### src/rtl/xcvr_pkg.sv
package xcvr_pkg;

    typedef enum logic [1:0] {
        MODE_HOLD    = 2'd0,
        MODE_PASS    = 2'd1,
        MODE_CAPTURE = 2'd2
    } lane_mode_e;

    typedef struct packed {
        logic oe_n;
        logic le;
        logic cp;
        logic ce_n;
    } lane_ctl_t;

    function automatic lane_mode_e pick_mode(input logic le, input logic fall,
                                             input logic ce_n);
        lane_mode_e m;
        if (le)
            m = MODE_PASS;
        else if (fall && !ce_n)
            m = MODE_CAPTURE;
        else
            m = MODE_HOLD;
        return m;
    endfunction

endpackage

### src/rtl/xcvr_fall_detect.sv
module xcvr_fall_detect (
    input  logic clk,
    input  logic rst,
    input  logic cp,
    output logic fall
);
    logic cp_q;

    always_ff @(posedge clk) begin
        if (rst)
            cp_q <= 1'b0;
        else
            cp_q <= cp;
    end

    assign fall = cp_q & ~cp;
endmodule

### src/rtl/xcvr_store.sv
module xcvr_store
    import xcvr_pkg::*;
#(
    parameter int W = 18
) (
    input  logic         clk,
    input  logic         rst,
    input  lane_mode_e   mode,
    input  logic [W-1:0] d,
    output logic [W-1:0] q
);
    always_ff @(posedge clk) begin
        if (rst)
            q <= '0;
        else if (mode != MODE_HOLD)
            q <= d;
    end
endmodule

### src/rtl/xcvr_drive.sv
module xcvr_drive #(
    parameter int W = 18
) (
    input  logic         clk,
    input  logic         rst,
    input  logic         oe_n,
    output logic [W-1:0] oe_vec
);
    logic en_q;

    always_ff @(posedge clk) begin
        if (rst)
            en_q <= 1'b0;
        else
            en_q <= ~oe_n;
    end

    for (genvar i = 0; i < W; i++) begin : g_bit
        assign oe_vec[i] = en_q;
    end
endmodule

### src/rtl/xcvr_lane.sv
module xcvr_lane
    import xcvr_pkg::*;
#(
    parameter int W = 18
) (
    input  logic         clk,
    input  logic         rst,
    input  lane_ctl_t    ctl,
    input  logic [W-1:0] src,
    output logic [W-1:0] dst,
    output logic [W-1:0] dst_oe
);
    logic         fall;
    lane_mode_e   mode;
    logic [W-1:0] held;

    xcvr_fall_detect u_edge (
        .clk  (clk),
        .rst  (rst),
        .cp   (ctl.cp),
        .fall (fall)
    );

    assign mode = pick_mode(ctl.le, fall, ctl.ce_n);

    xcvr_store #(.W(W)) u_store (
        .clk  (clk),
        .rst  (rst),
        .mode (mode),
        .d    (src),
        .q    (held)
    );

    xcvr_drive #(.W(W)) u_drive (
        .clk    (clk),
        .rst    (rst),
        .oe_n   (ctl.oe_n),
        .oe_vec (dst_oe)
    );

    assign dst = (mode == MODE_PASS) ? src : held;
endmodule

### src/rtl/bus_xcvr_univ.sv
module bus_xcvr_univ
    import xcvr_pkg::*;
#(
    parameter int DATA_W = 18
) (
    input  logic              clk,
    input  logic              rst,
    input  logic [DATA_W-1:0] a_in,
    output logic [DATA_W-1:0] a_out,
    output logic [DATA_W-1:0] a_oe,
    input  logic [DATA_W-1:0] b_in,
    output logic [DATA_W-1:0] b_out,
    output logic [DATA_W-1:0] b_oe,
    input  logic              ab_oe_n,
    input  logic              ab_le,
    input  logic              ab_cp,
    input  logic              ab_ce_n,
    input  logic              ba_oe_n,
    input  logic              ba_le,
    input  logic              ba_cp,
    input  logic              ba_ce_n
);
    lane_ctl_t ctl_ab, ctl_ba;

    assign ctl_ab = '{oe_n: ab_oe_n, le: ab_le, cp: ab_cp, ce_n: ab_ce_n};
    assign ctl_ba = '{oe_n: ba_oe_n, le: ba_le, cp: ba_cp, ce_n: ba_ce_n};

    xcvr_lane #(.W(DATA_W)) u_lane_ab (
        .clk    (clk),
        .rst    (rst),
        .ctl    (ctl_ab),
        .src    (a_in),
        .dst    (b_out),
        .dst_oe (b_oe)
    );

    xcvr_lane #(.W(DATA_W)) u_lane_ba (
        .clk    (clk),
        .rst    (rst),
        .ctl    (ctl_ba),
        .src    (b_in),
        .dst    (a_out),
        .dst_oe (a_oe)
    );
endmodule

### config.mk
export PLATFORM = sky130hd
export DESIGN_NAME = bus_xcvr_univ
export DESIGN_NICKNAME = d
export VERILOG_FILES = /design/src/rtl/xcvr_pkg.sv /design/src/rtl/xcvr_fall_detect.sv /design/src/rtl/xcvr_store.sv /design/src/rtl/xcvr_drive.sv /design/src/rtl/xcvr_lane.sv /design/src/rtl/bus_xcvr_univ.sv
export SDC_FILE = /design/constraint.sdc
export NUM_CORES = 1
export LEC_CHECK = 0
export BUFFER_PORTS_ARGS = -buffer_cell sky130_fd_sc_hd__buf_2
export CORE_MARGIN = 4
export CORE_UTILIZATION = 50
export DETAILED_ROUTE_END_ITERATION = 10
export GPL_ROUTABILITY_DRIVEN = 0
export PLACE_DENSITY = 0.94
export RECOVER_POWER = 50
export SLEW_MARGIN = 20
export SYNTH_ARGS = -nofsm -noshare
export SYNTH_HDL_FRONTEND = slang
export SYNTH_SLANG_ARGS = --single-unit
### constraint.sdc
create_clock -name clk -period 2.48 [get_ports clk]
set_input_delay 0.496 -clock clk [delete_from_list [all_inputs] [get_ports clk]]
set_output_delay 0.496 -clock clk [all_outputs]
set_load 0.02 [all_outputs]
======== After elaboration in Yosys (flattened, before gate mapping) ========
Index checks and enable logic that the tools add are counted.
W data, S select, Z words.
storage, ports and cells
  bits in latches ......................... 0
  output and inout bits ................... 72
  input bits .............................. 46
  memories ................................ 0
  RAM bits ................................ 0
  register bits ........................... 40
  logic and storage cells ................. 26
  bits in read-only memories .............. 0
cells by class
  bitwise gates (word level) .............. 6
  reduce and logical (&&, ||, !) cells .... 6
  shift-type cells ........................ 0
  div/mod/pow operators ................... 0
  equality and inequality tests ........... 2
  add/sub/neg operators ................... 0
  multiplexer cells ....................... 6
  $lt $le $gt $ge ......................... 0
  $mul .................................... 0
operators with widths
  operator              count
  $mux W18              2
  $mux W2               4
  $eq A2 B1 Y1 const B  2
  $not A1 Y1            4
  $reduce_bool A2 Y1    2
  $and A1 B1 Y1         2
  $logic_and A1 B1 Y1   2
  $logic_not A1 Y1      2

======== Logic depth before layout (Yosys ltp) ========
  depth after elaboration ................. 7
  depth in mapped cells ................... 5
  depth with buffers taken out ............ 3

======== Hierarchy ========
A second synthesis with hierarchy kept.
unflattened totals
  cells, all modules ...................... 248
  area, all modules ....................... 2407.3 um^2
by module, submodules not included
  module            times used  area an instance (um^2)  cells an instance  seq. area each (um^2)
  xcvr_store        2           734.5                    80                 360.3
  xcvr_lane         2           275.3                    21                 0.0
  xcvr_drive        2           158.9                    20                 20.0
  xcvr_fall_detect  2           35.0                     3                  20.0

======== Least setup slack after synthesis ========
Ideal clock, no wire load.
  kind .................................... in2out
  start ................................... input ba_le
  end ..................................... output a_out[0]
  path buffers ............................ 2
  arrival ................................. 1.172 ns
  stages on the path ...................... 3
  path slack .............................. 0.812 ns
  required time ........................... 1.984 ns
  cells stage by stage .................... buf_6 buf_4 mux2_2
on the way
  longest elaborated chain between the ends .. 3
RTL lines
  what          line                 RTL
  from (decl)   bus_xcvr_univ.sv:19  input logic ba_le,
  $mux W2       xcvr_pkg.sv:19       if (le)
  $eq A2 B1 Y1  xcvr_lane.sv:41      assign dst = (mode == MODE_PASS) ? src : held;
  $mux W18      xcvr_lane.sv:41
  to (decl)     bus_xcvr_univ.sv:9   output logic [DATA_W-1:0] a_out,
Every way passes these cells.

======== Worst setup path after layout ========
  start ................................... input ba_le
  end ..................................... output a_out[15]
The elaborated chain is that of the path after synthesis.

==> metrics.json <==
{
  "max-cap-violations": {"value": 0},
  "largest_net_degree_at_the_start_of_global_routing": {"value": 77},
  "irDropWorstVdd": {"value": 367, "unit": "µV"},
  "postCtsSetupRepairBufs": {"value": 0},
  "cts_buffer_depth": {"value": 2},
  "final_util": {"value": 0.592},
  "global_route_wire_length_before_repair": {"value": 7560, "unit": "µm"},
  "drt_drc_violations_left": {"value": 0},
  "power_leakage": {"value": 0.00136, "unit": "µW"},
  "route.final.wire_length": {"value": 4550, "unit": "µm"},
  "setup_tns": {"value": 0, "unit": "ns"},
  "floorplan.die_area": {"value": 0.00611, "unit": "mm²"},
  "clock_skew": {"value": 0.00281, "unit": "ns"},
  "power.density": {"value": 537, "unit": "mW/mm²"},
  "finish.net_count": {"value": 366},
  "syn_area_per_cell": {"value": 10.1, "unit": "µm²"},
  "area_of_the_mapped_netlist": {"value": 0.00246, "unit": "mm²"},
  "core": {"value": 0.00475, "unit": "mm²"},
  "crit_slowest_cell": {"value": "sky130_fd_sc_hd__mux2_2"},
  "max_freq": {"value": 520, "unit": "MHz"},
  "first_iter_violations": {"value": 51},
  "cp_slowest_stage_delay": {"value": 0.40, "unit": "ns"},
  "rows": {"value": 25},
  "initial_antenna_violation_count": {"value": 0},
  "setup_repair_after_global_routing_missed_its_margin": {"value": "false"},
  "finalCriticalPeriod": {"value": 1.92, "unit": "ns"},
  "timing.critical_path.from_type": {"value": "primary input"},
  "syn-instance-count": {"value": 244},
  "dp.final_hpwl": {"value": 3400, "unit": "µm"},
  "synth_largest_area_cell": {"value": "sky130_fd_sc_hd__dfxtp_1"},
  "worst_path_dominant_cell_family": {"value": "buffers and inverters"},
  "report.final.slew_viol_count": {"value": 0},
  "hold_class": {"value": "primary input to register"},
  "worstSetupEndpointType": {"value": "output port"},
  "timing.hold.ws": {"value": 0.360, "unit": "ns"},
  "clock_sinks": {"value": 40},
  "globalRouteTotalUtil": {"value": 0.150},
  "timing_worst_setup_path_type": {"value": "primary input to output port"},
  "cts.reportedPaths.clkPinSlew": {"value": 0.07, "unit": "ns"},
  "cts_tree": {"value": "yes"},
  "fillers": {"value": 459},
  "ys.warnings.count": {"value": 0},
  "synth_top_area_share": {"value": 0.325},
  "cts-buffers-inserted": {"value": 5},
  "critical_path.n_buffers_inverters": {"value": 2},
  "grt_pass1_vias": {"value": 1735},
  "holdBufCountCts": {"value": 0},
  "area_delta_synth_final": {"value": 14.3, "unit": "%"},
  "drtPass1Iterations": {"value": 4},
  "total_via_count_in_the_routed_design": {"value": 1806},
  "finalHoldViolations": {"value": 0},
  "slew_headroom": {"value": 0.361},
  "synth-seq-cells": {"value": 40},
  "detail_route.vias_per_cell": {"value": 4.67},
  "io_pins": {"value": 118},
  "netlist-cell-type-count": {"value": 12},
  "layout_worst_path_cycle_share": {"value": 0.776},
  "die_height": {"value": 78.2, "unit": "µm"},
  "die_w": {"value": 78.2, "unit": "µm"},
  "layout-drive-gt1-share": {"value": 0.466},
  "synth.top_cells.by_area": {"value": "sky130_fd_sc_hd__dfxtp_1 (33%), sky130_fd_sc_hd__nand2b_1 (18%), sky130_fd_sc_hd__mux2_2 (16%), sky130_fd_sc_hd__mux2i_1 (15%), sky130_fd_sc_hd__buf_4 (12%)"},
  "starting_density_of_the_core": {"value": 0.518},
  "diodes": {"value": 0},
  "cts_resized": {"value": 0},
  "worst-endpoint-required": {"value": 1.98, "unit": "ns"},
  "report.final.setup_viol": {"value": 0},
  "run_status": {"value": "finished, final reports clean"},
  "ctsRootBufferMaster": {"value": "sky130_fd_sc_hd__clkbuf_8"},
  "wl_per_cell": {"value": 11.8, "unit": "µm"},
  "ys_seq_area_frac": {"value": 0.325},
  "timing_worst_slew_pin_value": {"value": 0.958, "unit": "ns"},
  "numPortBuffers": {"value": 117},
  "clk_latency": {"value": 0.28, "unit": "ns"},
  "number_of_levels_the_h_tree_was_split_into": {"value": 2},
  "crit_arrival": {"value": 1.43, "unit": "ns"},
  "cp_common_cell": {"value": "sky130_fd_sc_hd__buf_2"},
  "path_max_fanout": {"value": 19},
  "globalRouteOverflowTotal": {"value": 0},
  "antenna_violating_nets_post_route": {"value": 0},
  "cp_cell_sequence": {"value": "buf_2 > mux2_2 > buf_2"},
  "mappedNetlistNets": {"value": 290}
}
## worst paths after layout
path	startpoint	to	slack [ns]	cells after the start
worst max-delay path	ba_le	a_out[15]	0.56	3
worst min register to register	u_lane_ab.u_store.q[11]	u_lane_ab.u_store.q[11]	0.48	2
worst max register to register	u_lane_ab.u_edge.cp_q	u_lane_ab.u_store.q[10]	1.44	3
worst min-delay path	ba_oe_n	u_lane_ba.u_drive.en_q	0.36	2
## metrics by stage
stage,setup WS [ns],std cells,instance area (µm²),total power (µW)
2_1_floorplan,0.812,244,2460,1050
3_3_place_gp,0.553,380,2760,1120
3_5_place_dp,0.547,380,2760,1130
4_1_cts,0.543,387,2840,1540
5_1_grt,0.495,387,2820,1600
6_report,0.556,387,2820,1510
## synth_stat cells (all sizes together)
master and n:
nor2b 2, mux2i 36, clkbuf 7, buf 45, nor2 4, a21oi 2
dfxtp 40, mux2 36, nand2b 72
## per-layer routing
layer / GRT usage / part of all wire / vias up / wire [µm]
met1: 0.159 / 0.42 / 811 / 1900
met4: 0.0420 / 0.0066 / 0 / 30
met2: 0.287 / 0.49 / 81 / 2210
li1: - / - / 910 / -
met5: 0 / 0 / - / 0
met3: 0.0436 / 0.090 / 4 / 411
## cell usage in the layout, fill, tap and decap left out
cell,synthesis,layout
sky130_fd_sc_hd__buf_4,38,3
sky130_fd_sc_hd__dfxtp_1,40,40
sky130_fd_sc_hd__a21oi_2,2,2
sky130_fd_sc_hd__mux2i_1,36,36
sky130_fd_sc_hd__clkinv_2,0,1
sky130_fd_sc_hd__nor2b_1,2,2
sky130_fd_sc_hd__mux2_2,36,36
sky130_fd_sc_hd__nor2_1,4,4
sky130_fd_sc_hd__clkbuf_1,7,17
sky130_fd_sc_hd__buf_2,1,101
sky130_fd_sc_hd__clkbuf_2,0,1
sky130_fd_sc_hd__clkbuf_8,0,5
sky130_fd_sc_hd__nand2b_1,72,72
## cell type report
type                            instances  area (µm²)  share of cell area
Clock buffer                            6        72.6              0.0258
Tap cell                               67        83.8              0.0298
Timing Repair Buffer                  121         593               0.211
Multi-Input combinational cell        152        1260               0.448
Sequential cell                        40         801               0.284
Clock inverter                          1        5.00             0.00178
## cells by family (layout without fill, tap and decap cells)
group,count (synthesis),after routing,share of synthesized area
buffers and inverters,52,128,0.163
and+or+nand+nor,78,78,0.194
DFF,40,40,0.325
AOI/OAI and AO/OA,2,2,0.00711
muxes,72,72,0.311
## power by group
group / leakage (µW) / internal (µW) / switching [µW]
combinational: 0.000991 / 179 / 221
clock: 0.0000410 / 191 / 209
sequential: 0.000331 / 685 / 25.5
total: 0.00136 / 1050 / 456
## flip-flops by register name, indices dropped and copies added, names as in the netlist
name	flops
u_lane_ab.u_store.q	18
u_lane_ba.u_store.q	18
u_lane_ab.u_drive.en_q	1
u_lane_ab.u_edge.cp_q	1
u_lane_ba.u_drive.en_q	1
u_lane_ba.u_edge.cp_q	1
Power figures use the tool's default switching activity.
